$ cat src/rtl/pgecc_pkg.sv
package pgecc_pkg;
   localparam int FIELD_W = 12;
   localparam int CODE_W  = 2 * FIELD_W;
   localparam int WORD_W  = 32;
   localparam logic [WORD_W-CODE_W-1:0] ST_VALID = 8'h40;

   typedef struct packed {
      logic [FIELD_W-1:0] even;
      logic [FIELD_W-1:0] odd;
   } code_t;

   function automatic logic [WORD_W-1:0] pack_word(code_t c);
      return {ST_VALID, c};
   endfunction
endpackage

$ cat src/rtl/pgecc_beat_parity.sv
module pgecc_beat_parity
   import pgecc_pkg::*;
#(
   parameter int DATA_W = 32,
   parameter int POS_W  = 12,
   localparam int LOGW  = $clog2(DATA_W),
   localparam int BW    = POS_W - LOGW
)(
   input  logic [DATA_W-1:0] dat,
   input  logic [BW-1:0]     beat_idx,
   output code_t             contrib
);
   function automatic logic [DATA_W-1:0] lane_mask(int k);
      logic [DATA_W-1:0] m;
      for (int b = 0; b < DATA_W; b++) m[b] = b[k];
      return m;
   endfunction

   logic par_all;
   assign par_all = ^dat;

   for (genvar k = 0; k < FIELD_W; k++) begin : g_bit
      if (k < LOGW) begin : g_in_beat
         localparam logic [DATA_W-1:0] MASK = lane_mask(k);
         assign contrib.odd[k]  = ^(dat & MASK);
         assign contrib.even[k] = ^(dat & ~MASK);
      end else if (k < POS_W) begin : g_beat_pos
         assign contrib.odd[k]  = par_all &  beat_idx[k-LOGW];
         assign contrib.even[k] = par_all & ~beat_idx[k-LOGW];
      end else begin : g_unused
         assign contrib.odd[k]  = 1'b0;
         assign contrib.even[k] = 1'b0;
      end
   end
endmodule

$ cat src/rtl/pgecc_seq.sv
module pgecc_seq #(
   parameter int BEATS      = 128,
   parameter int MAX_CHUNKS = 4,
   localparam int BW = $clog2(BEATS),
   localparam int CW = $clog2(MAX_CHUNKS)
)(
   input  logic          clk,
   input  logic          rst_n,
   input  logic          pg_start,
   input  logic [CW-1:0] cfg_chunks,
   input  logic          dat_vld,
   input  logic          dat_last,
   output logic          take,
   output logic [BW-1:0] beat_idx,
   output logic [CW-1:0] chunk_idx,
   output logic          close,
   output logic          page_end
);
   logic          open_q;
   logic [BW-1:0] beat_q;
   logic [CW-1:0] chunk_q, limit_q, cur_limit;
   logic          eff_open, at_edge;

   assign eff_open  = pg_start | open_q;
   assign beat_idx  = pg_start ? '0 : beat_q;
   assign chunk_idx = pg_start ? '0 : chunk_q;
   assign cur_limit = pg_start ? cfg_chunks : limit_q;
   assign take      = dat_vld & eff_open;
   assign at_edge   = (beat_idx == BW'(BEATS - 1));
   assign close     = take & (dat_last | at_edge);
   assign page_end  = take & (dat_last | (at_edge & (chunk_idx == cur_limit)));

   always_ff @(posedge clk or negedge rst_n) begin
      if (!rst_n) begin
         open_q  <= 1'b0;
         beat_q  <= '0;
         chunk_q <= '0;
         limit_q <= '0;
      end else begin
         open_q  <= eff_open & ~page_end;
         limit_q <= cur_limit;
         if (take) begin
            beat_q  <= close ? '0 : beat_idx + 1'b1;
            chunk_q <= close ? chunk_idx + 1'b1 : chunk_idx;
         end else begin
            beat_q  <= beat_idx;
            chunk_q <= chunk_idx;
         end
      end
   end
endmodule

$ cat src/rtl/pgecc_bank.sv
module pgecc_bank
   import pgecc_pkg::*;
#(
   parameter int MAX_CHUNKS = 4,
   localparam int CW = $clog2(MAX_CHUNKS)
)(
   input  logic                         clk,
   input  logic                         rst_n,
   input  logic                         pg_start,
   input  logic                         s1_vld,
   input  code_t                        s1_code,
   input  logic [CW-1:0]                s1_chunk,
   input  logic                         s1_close,
   input  logic                         s1_end,
   output logic [MAX_CHUNKS*WORD_W-1:0] ecc_words,
   output logic                         busy
);
   code_t acc_q, acc_nxt;
   logic  busy_q;

   assign acc_nxt = acc_q ^ s1_code;
   assign busy    = busy_q;

   always_ff @(posedge clk or negedge rst_n) begin
      if (!rst_n) begin
         acc_q  <= '0;
         busy_q <= 1'b0;
      end else if (pg_start) begin
         acc_q  <= '0;
         busy_q <= 1'b1;
      end else if (s1_vld) begin
         acc_q <= s1_close ? '0 : acc_nxt;
         if (s1_end) busy_q <= 1'b0;
      end
   end

   for (genvar i = 0; i < MAX_CHUNKS; i++) begin : g_slot
      logic [WORD_W-1:0] slot_q;
      always_ff @(posedge clk or negedge rst_n) begin
         if (!rst_n)
            slot_q <= '0;
         else if (pg_start)
            slot_q <= '0;
         else if (s1_vld && s1_close && (s1_chunk == CW'(i)))
            slot_q <= pack_word(acc_nxt);
      end
      assign ecc_words[i*WORD_W +: WORD_W] = slot_q;
   end
endmodule

$ cat src/rtl/nand_page_ecc.sv
module nand_page_ecc
   import pgecc_pkg::*;
#(
   parameter int DATA_W      = 32,
   parameter int CHUNK_BYTES = 512,
   parameter int MAX_CHUNKS  = 4,
   localparam int CW = $clog2(MAX_CHUNKS)
)(
   input  logic                         clk,
   input  logic                         rst_n,
   input  logic                         pg_start,
   input  logic [CW-1:0]                cfg_chunks,
   input  logic                         dat_vld,
   input  logic [DATA_W-1:0]            dat,
   input  logic                         dat_last,
   output logic [MAX_CHUNKS*WORD_W-1:0] ecc_words,
   output logic                         busy
);
   localparam int BEAT_BYTES = DATA_W / 8;
   localparam int BEATS      = CHUNK_BYTES / BEAT_BYTES;
   localparam int POS_W      = $clog2(CHUNK_BYTES * 8);
   localparam int BW         = $clog2(BEATS);

   if (DATA_W != 8 && DATA_W != 16 && DATA_W != 32) begin : g_bad_width
      $error("DATA_W must be 8, 16 or 32");
   end
   if (CHUNK_BYTES > 512 || (1 << $clog2(CHUNK_BYTES)) != CHUNK_BYTES
       || CHUNK_BYTES <= BEAT_BYTES) begin : g_bad_chunk
      $error("CHUNK_BYTES must be a power of two above one beat and at most 512");
   end
   if (MAX_CHUNKS < 2 || (1 << CW) != MAX_CHUNKS) begin : g_bad_count
      $error("MAX_CHUNKS must be a power of two of at least 2");
   end

   logic          take, close, page_end;
   logic [BW-1:0] beat_idx;
   logic [CW-1:0] chunk_idx;
   code_t         contrib;

   pgecc_seq #(.BEATS(BEATS), .MAX_CHUNKS(MAX_CHUNKS)) u_seq (
      .clk(clk), .rst_n(rst_n), .pg_start(pg_start), .cfg_chunks(cfg_chunks),
      .dat_vld(dat_vld), .dat_last(dat_last), .take(take), .beat_idx(beat_idx),
      .chunk_idx(chunk_idx), .close(close), .page_end(page_end)
   );

   pgecc_beat_parity #(.DATA_W(DATA_W), .POS_W(POS_W)) u_par (
      .dat(dat), .beat_idx(beat_idx), .contrib(contrib)
   );

   logic          s1_vld, s1_close, s1_end;
   code_t         s1_code;
   logic [CW-1:0] s1_chunk;

   always_ff @(posedge clk or negedge rst_n) begin
      if (!rst_n) begin
         s1_vld   <= 1'b0;
         s1_code  <= '0;
         s1_chunk <= '0;
         s1_close <= 1'b0;
         s1_end   <= 1'b0;
      end else begin
         s1_vld <= take;
         if (take) begin
            s1_code  <= contrib;
            s1_chunk <= chunk_idx;
            s1_close <= close;
            s1_end   <= page_end;
         end
      end
   end

   pgecc_bank #(.MAX_CHUNKS(MAX_CHUNKS)) u_bank (
      .clk(clk), .rst_n(rst_n), .pg_start(pg_start), .s1_vld(s1_vld),
      .s1_code(s1_code), .s1_chunk(s1_chunk), .s1_close(s1_close),
      .s1_end(s1_end), .ecc_words(ecc_words), .busy(busy)
   );
endmodule

$ cat config.mk
export PLATFORM = sky130hd
export DESIGN_NAME = nand_page_ecc
export DESIGN_NICKNAME = d
export VERILOG_FILES = /design/src/rtl/pgecc_pkg.sv /design/src/rtl/pgecc_beat_parity.sv /design/src/rtl/pgecc_seq.sv /design/src/rtl/pgecc_bank.sv /design/src/rtl/nand_page_ecc.sv
export SDC_FILE = /design/constraint.sdc
export NUM_CORES = 1
export LEC_CHECK = 0
export ABC_AREA = 1
export CAP_MARGIN = 5
export CORE_MARGIN = 8
export CORE_UTILIZATION = 30
export CTS_CLUSTER_SIZE = 30
export DETAILED_ROUTE_END_ITERATION = 7
export PLACE_DENSITY_LB_ADDON = 0.05
export SLEW_MARGIN = 20
export SYNTH_ARGS = -nofsm -noshare
export SYNTH_HDL_FRONTEND = slang
export SYNTH_SLANG_ARGS = --single-unit
$ cat constraint.sdc
create_clock -name clk -period 1.57 [get_ports clk]
set_clock_uncertainty 0.05 [all_clocks]
set_input_delay 0.2355 -clock clk [delete_from_list [all_inputs] [get_ports clk]]
set_output_delay 0.2355 -clock clk [all_outputs]
set_load 0.01 [all_outputs]
==> run_results.csv <==
group,metric,value,unit
timing,max_freq,0.610,GHz
timing,tightestPinTransition,833,ps
power,p_int,8.56,mW
detailed_routing,vias,6918,
yosys,yosysWarnings,0,
power,seq_power_share,41.4,%
timing,rsz0062_at_grt,"yes",
timing,slew_headroom,43.9,%
yosys,syn_area,8130,sq um
timing,whs,180,ps
grt,overflow,0,
grt,first_global_vias,6829,
cells_and_area,finalNetCount,1264,
critical_path,worstPathArrival,1890,ps
worst_hold_path,hold_class,"in2async",
floorplan,io-pin-count,168,
critical_path,startpoint_type,"register",
detailed_routing,firstDrtPassIters,5,
cells_and_area,fillers,2712,
critical_path,cp.required,1820,ps
outcome,outcome,"finished with violations",
power,power,12.9,mW
detailed_routing,wire_per_inst,15.6,um
placement,gp_congestion,0.744,
placement,dp_hpwl,16.6,mm
critical_path,rr_endpoint,"u_seq.beat_q[3]",
clocking,cts_tree,"done",
detailed_routing,dr_wl_met3,872,um
timing,fin_ws,-69.0,ps
power,p_sw,4.37,mW
cells_and_area,drive_gt1_share,23.4,%
timing,drv_slew,0,
yosys,postSynthCellCount,970,
clocking,cts_made_buffers,17,
cells_and_area,area_growth,44.8,%
clocking,clockBufferDepth,2,
floorplan,die_area,32600,sq um
cells_and_area,finalNonFillerCells,1578,
power,power_density,1100,nW/um^2
power,power.share.switching,33.8,%
timing,finalSetupViolations,21,
clocking,clk-insertion-delay-late,420,ps
critical_path,setup.worst_path.start,"u_seq.beat_q[0]",
timing,fin_crit,1640,ps
outcome,violations,"setup timing",
detailed_routing,wl_met1,12.6,mm
grt,antenna_found_initial,0,
critical_path,worstSetupPathType,"reg2reg",
placement,dp_slack,-492,ps
detailed_routing,post-route-drc-count,0,
floorplan,die_w,181,um
grt,grtUsageTotal,14.4,%
power,combinationalPowerShare,26.1,%
clocking,htree_levels,4,
detailed_routing,first_iter_violations,399,
timing,timing.setup.tns,-653,ps
detailed_routing,dr.max_layer_used,"met4",
yosys,synth_seq_area_share,51.1,%
critical_path,reg2regPathDepth,10,
clocking,clock-sinks,166,
power,peakVddDrop,0.762,mV
power,p_clk_share,32.5,%
timing,finalHoldViolCount,0,
floorplan,die_h,181,um
placement,io_buffer_count,139,
floorplan,fp-row-count,60,
timing,timing.final.crit_share,104,%
grt,grt_start_max_net_pins,61,
critical_path,crit_path_max_fanout,3,
placement,place_inst,1516,
yosys,synth_area_per_cell,8.38,sq um
floorplan,coreArea,26800,sq um
clocking,clk_pin_slew,80,ps
detailed_routing,ant_nets,0,
grt,grt_pass1_wl,38.1,mm
power,power.leakage,6.27,nW
cells_and_area,diodes,0,
clocking,clockRootBuffer,"clkbuf_16",
floorplan,start_util,30.3,%
detailed_routing,met2WireLength,10.9,mm
critical_path,reg2reg_from,"u_seq.beat_q[0]",
critical_path,ff2ff_setup_slack,-70,ps
job,cap_viol_max_count,0,
yosys,yosysUniqueCellTypes,32,
critical_path,critPathCaptureType,"register",
yosys,ys_ff_latch,166,
detailed_routing,routed_wl,24.5,mm
detailed_routing,vias_per_cell,4.38,
state kept, by name, indices dropped and copies added (netlist names):
signal and cells:
s1_chunk 2, s1_close 1, u_bank.busy 1, u_seq.open_q 1, u_seq.beat_q 7, s1_end 1
s1_code 24, s1_vld 1, u_seq.limit_q 2, u_bank.g_slot.slot_q 100, u_bank.acc_q 24, u_seq.chunk_q 2
cell type report:
| cell class | count | area, sq um | area share [%] |
|---|---|---|---|
| clock inverter | 15 | 184 | 1.56 |
| timing repair buffer | 270 | 2590 | 22.0 |
| clock buffer | 17 | 425 | 3.61 |
| multi-input combinational | 686 | 3680 | 31.2 |
| sequential | 166 | 4150 | 35.3 |
| inverter | 83 | 312 | 2.65 |
| tap | 341 | 427 | 3.63 |
cell usage after synthesis, drive strengths merged:
library cell,count,area (sq um)
nand2,345,1420
nor4,1,12.5
nand3,20,150
ha,1,12.5
xor2,21,184
a21oi,28,140
o211ai,1,7.51
dfrtp,166,4150
nor3,4,20.0
o21ai,129,646
a31oi,3,18.8
buf,51,340
inv,83,312
clkbuf,14,52.6
xnor2,36,315
o21a,3,22.5
o22ai,24,150
nor2,36,148
or2,2,12.5
nand3b,1,7.51
conb,1,3.75
critical path: stages (launching register included):
cell and delay (ps):
dfrtp_1 380, inv_2 60, nor2_4 110, ha_4 150, nand3_2 60, nand3b_1 240, nor2_2 140, nor2_2 60
nor2_2 100, buf_4 140, nor3_2 40
power by group through the flow:
stage                     registers [mW]  clock network (mW)  logic (mW)
after floorplan                     5.50                   0        1.49
after global placement              5.43                   0        3.38
after detailed placement            5.44                   0        3.40
after CTS                           5.34                4.35        3.18
after global routing                5.44                4.53        3.78
final                               5.35                4.21        3.37
layer usage:
layer / up-vias / GRT usage (%)
met2: 158 / 21.4
met4: 0 / 2.98
li1: 3545 / -
met1: 3207 / 21.1
met3: 8 / 3.00
met5: - / 0
cells by family (layout without fill, tap and decap cells):
logic type               after synthesis  count (layout)  share of synthesized area (%)
AO/OA/AOI/OAI                        188             188                           12.1
XOR/XNOR                              57              57                           6.14
adder cells (fa/ha/maj)                1               1                          0.154
buffers and inverters                148             385                           8.67
flip-flops                           166             166                           51.1
other                                  1              28                         0.0461
AND/OR/NAND/NOR                      409             412                           21.8
cell usage in the layout, fill, tap and decap left out, drive strengths merged, types with 21 or more instances in the layout:
master,n
a21oi,28
buf,127
clkbuf,22
conb,28
dfrtp,166
dlygate4sd2,101
dlymetal6s2s,32
inv,89
nand2,345
nor2,39
o21ai,129
o22ai,24
xnor2,36
xor2,21
worst max-delay path by stage:
stage                            endpoint  slack [ps]  cells past startpoint
after floorplan              u_seq.open_q         -80                     11
after global placement        s1_code[19]        -470                     11
after detailed placement      s1_code[21]        -490                     11
after CTS                 u_seq.beat_q[3]        -100                     10
after global routing      u_seq.beat_q[3]        -170                     10
final                     u_seq.beat_q[3]         -70                     10
what timing repair did:
item	in CTS	in global routing
endpoints found under the setup margin	155	86
cloned	3	8
gates resized for setup	115	111
hold buffers	1	0
pin swaps	9	9
buffers inserted	6	13
endpoints found under the hold margin	166	0
through the flow:
step,instance area (sq um),utilization (%)
finish,11800,43.9
global route,11800,43.9
CTS,11200,41.7
detailed placement,10600,39.4
global placement,10600,39.4
floorplan,8260,-
No activity file was read; power rests on OpenSTA's default activity.
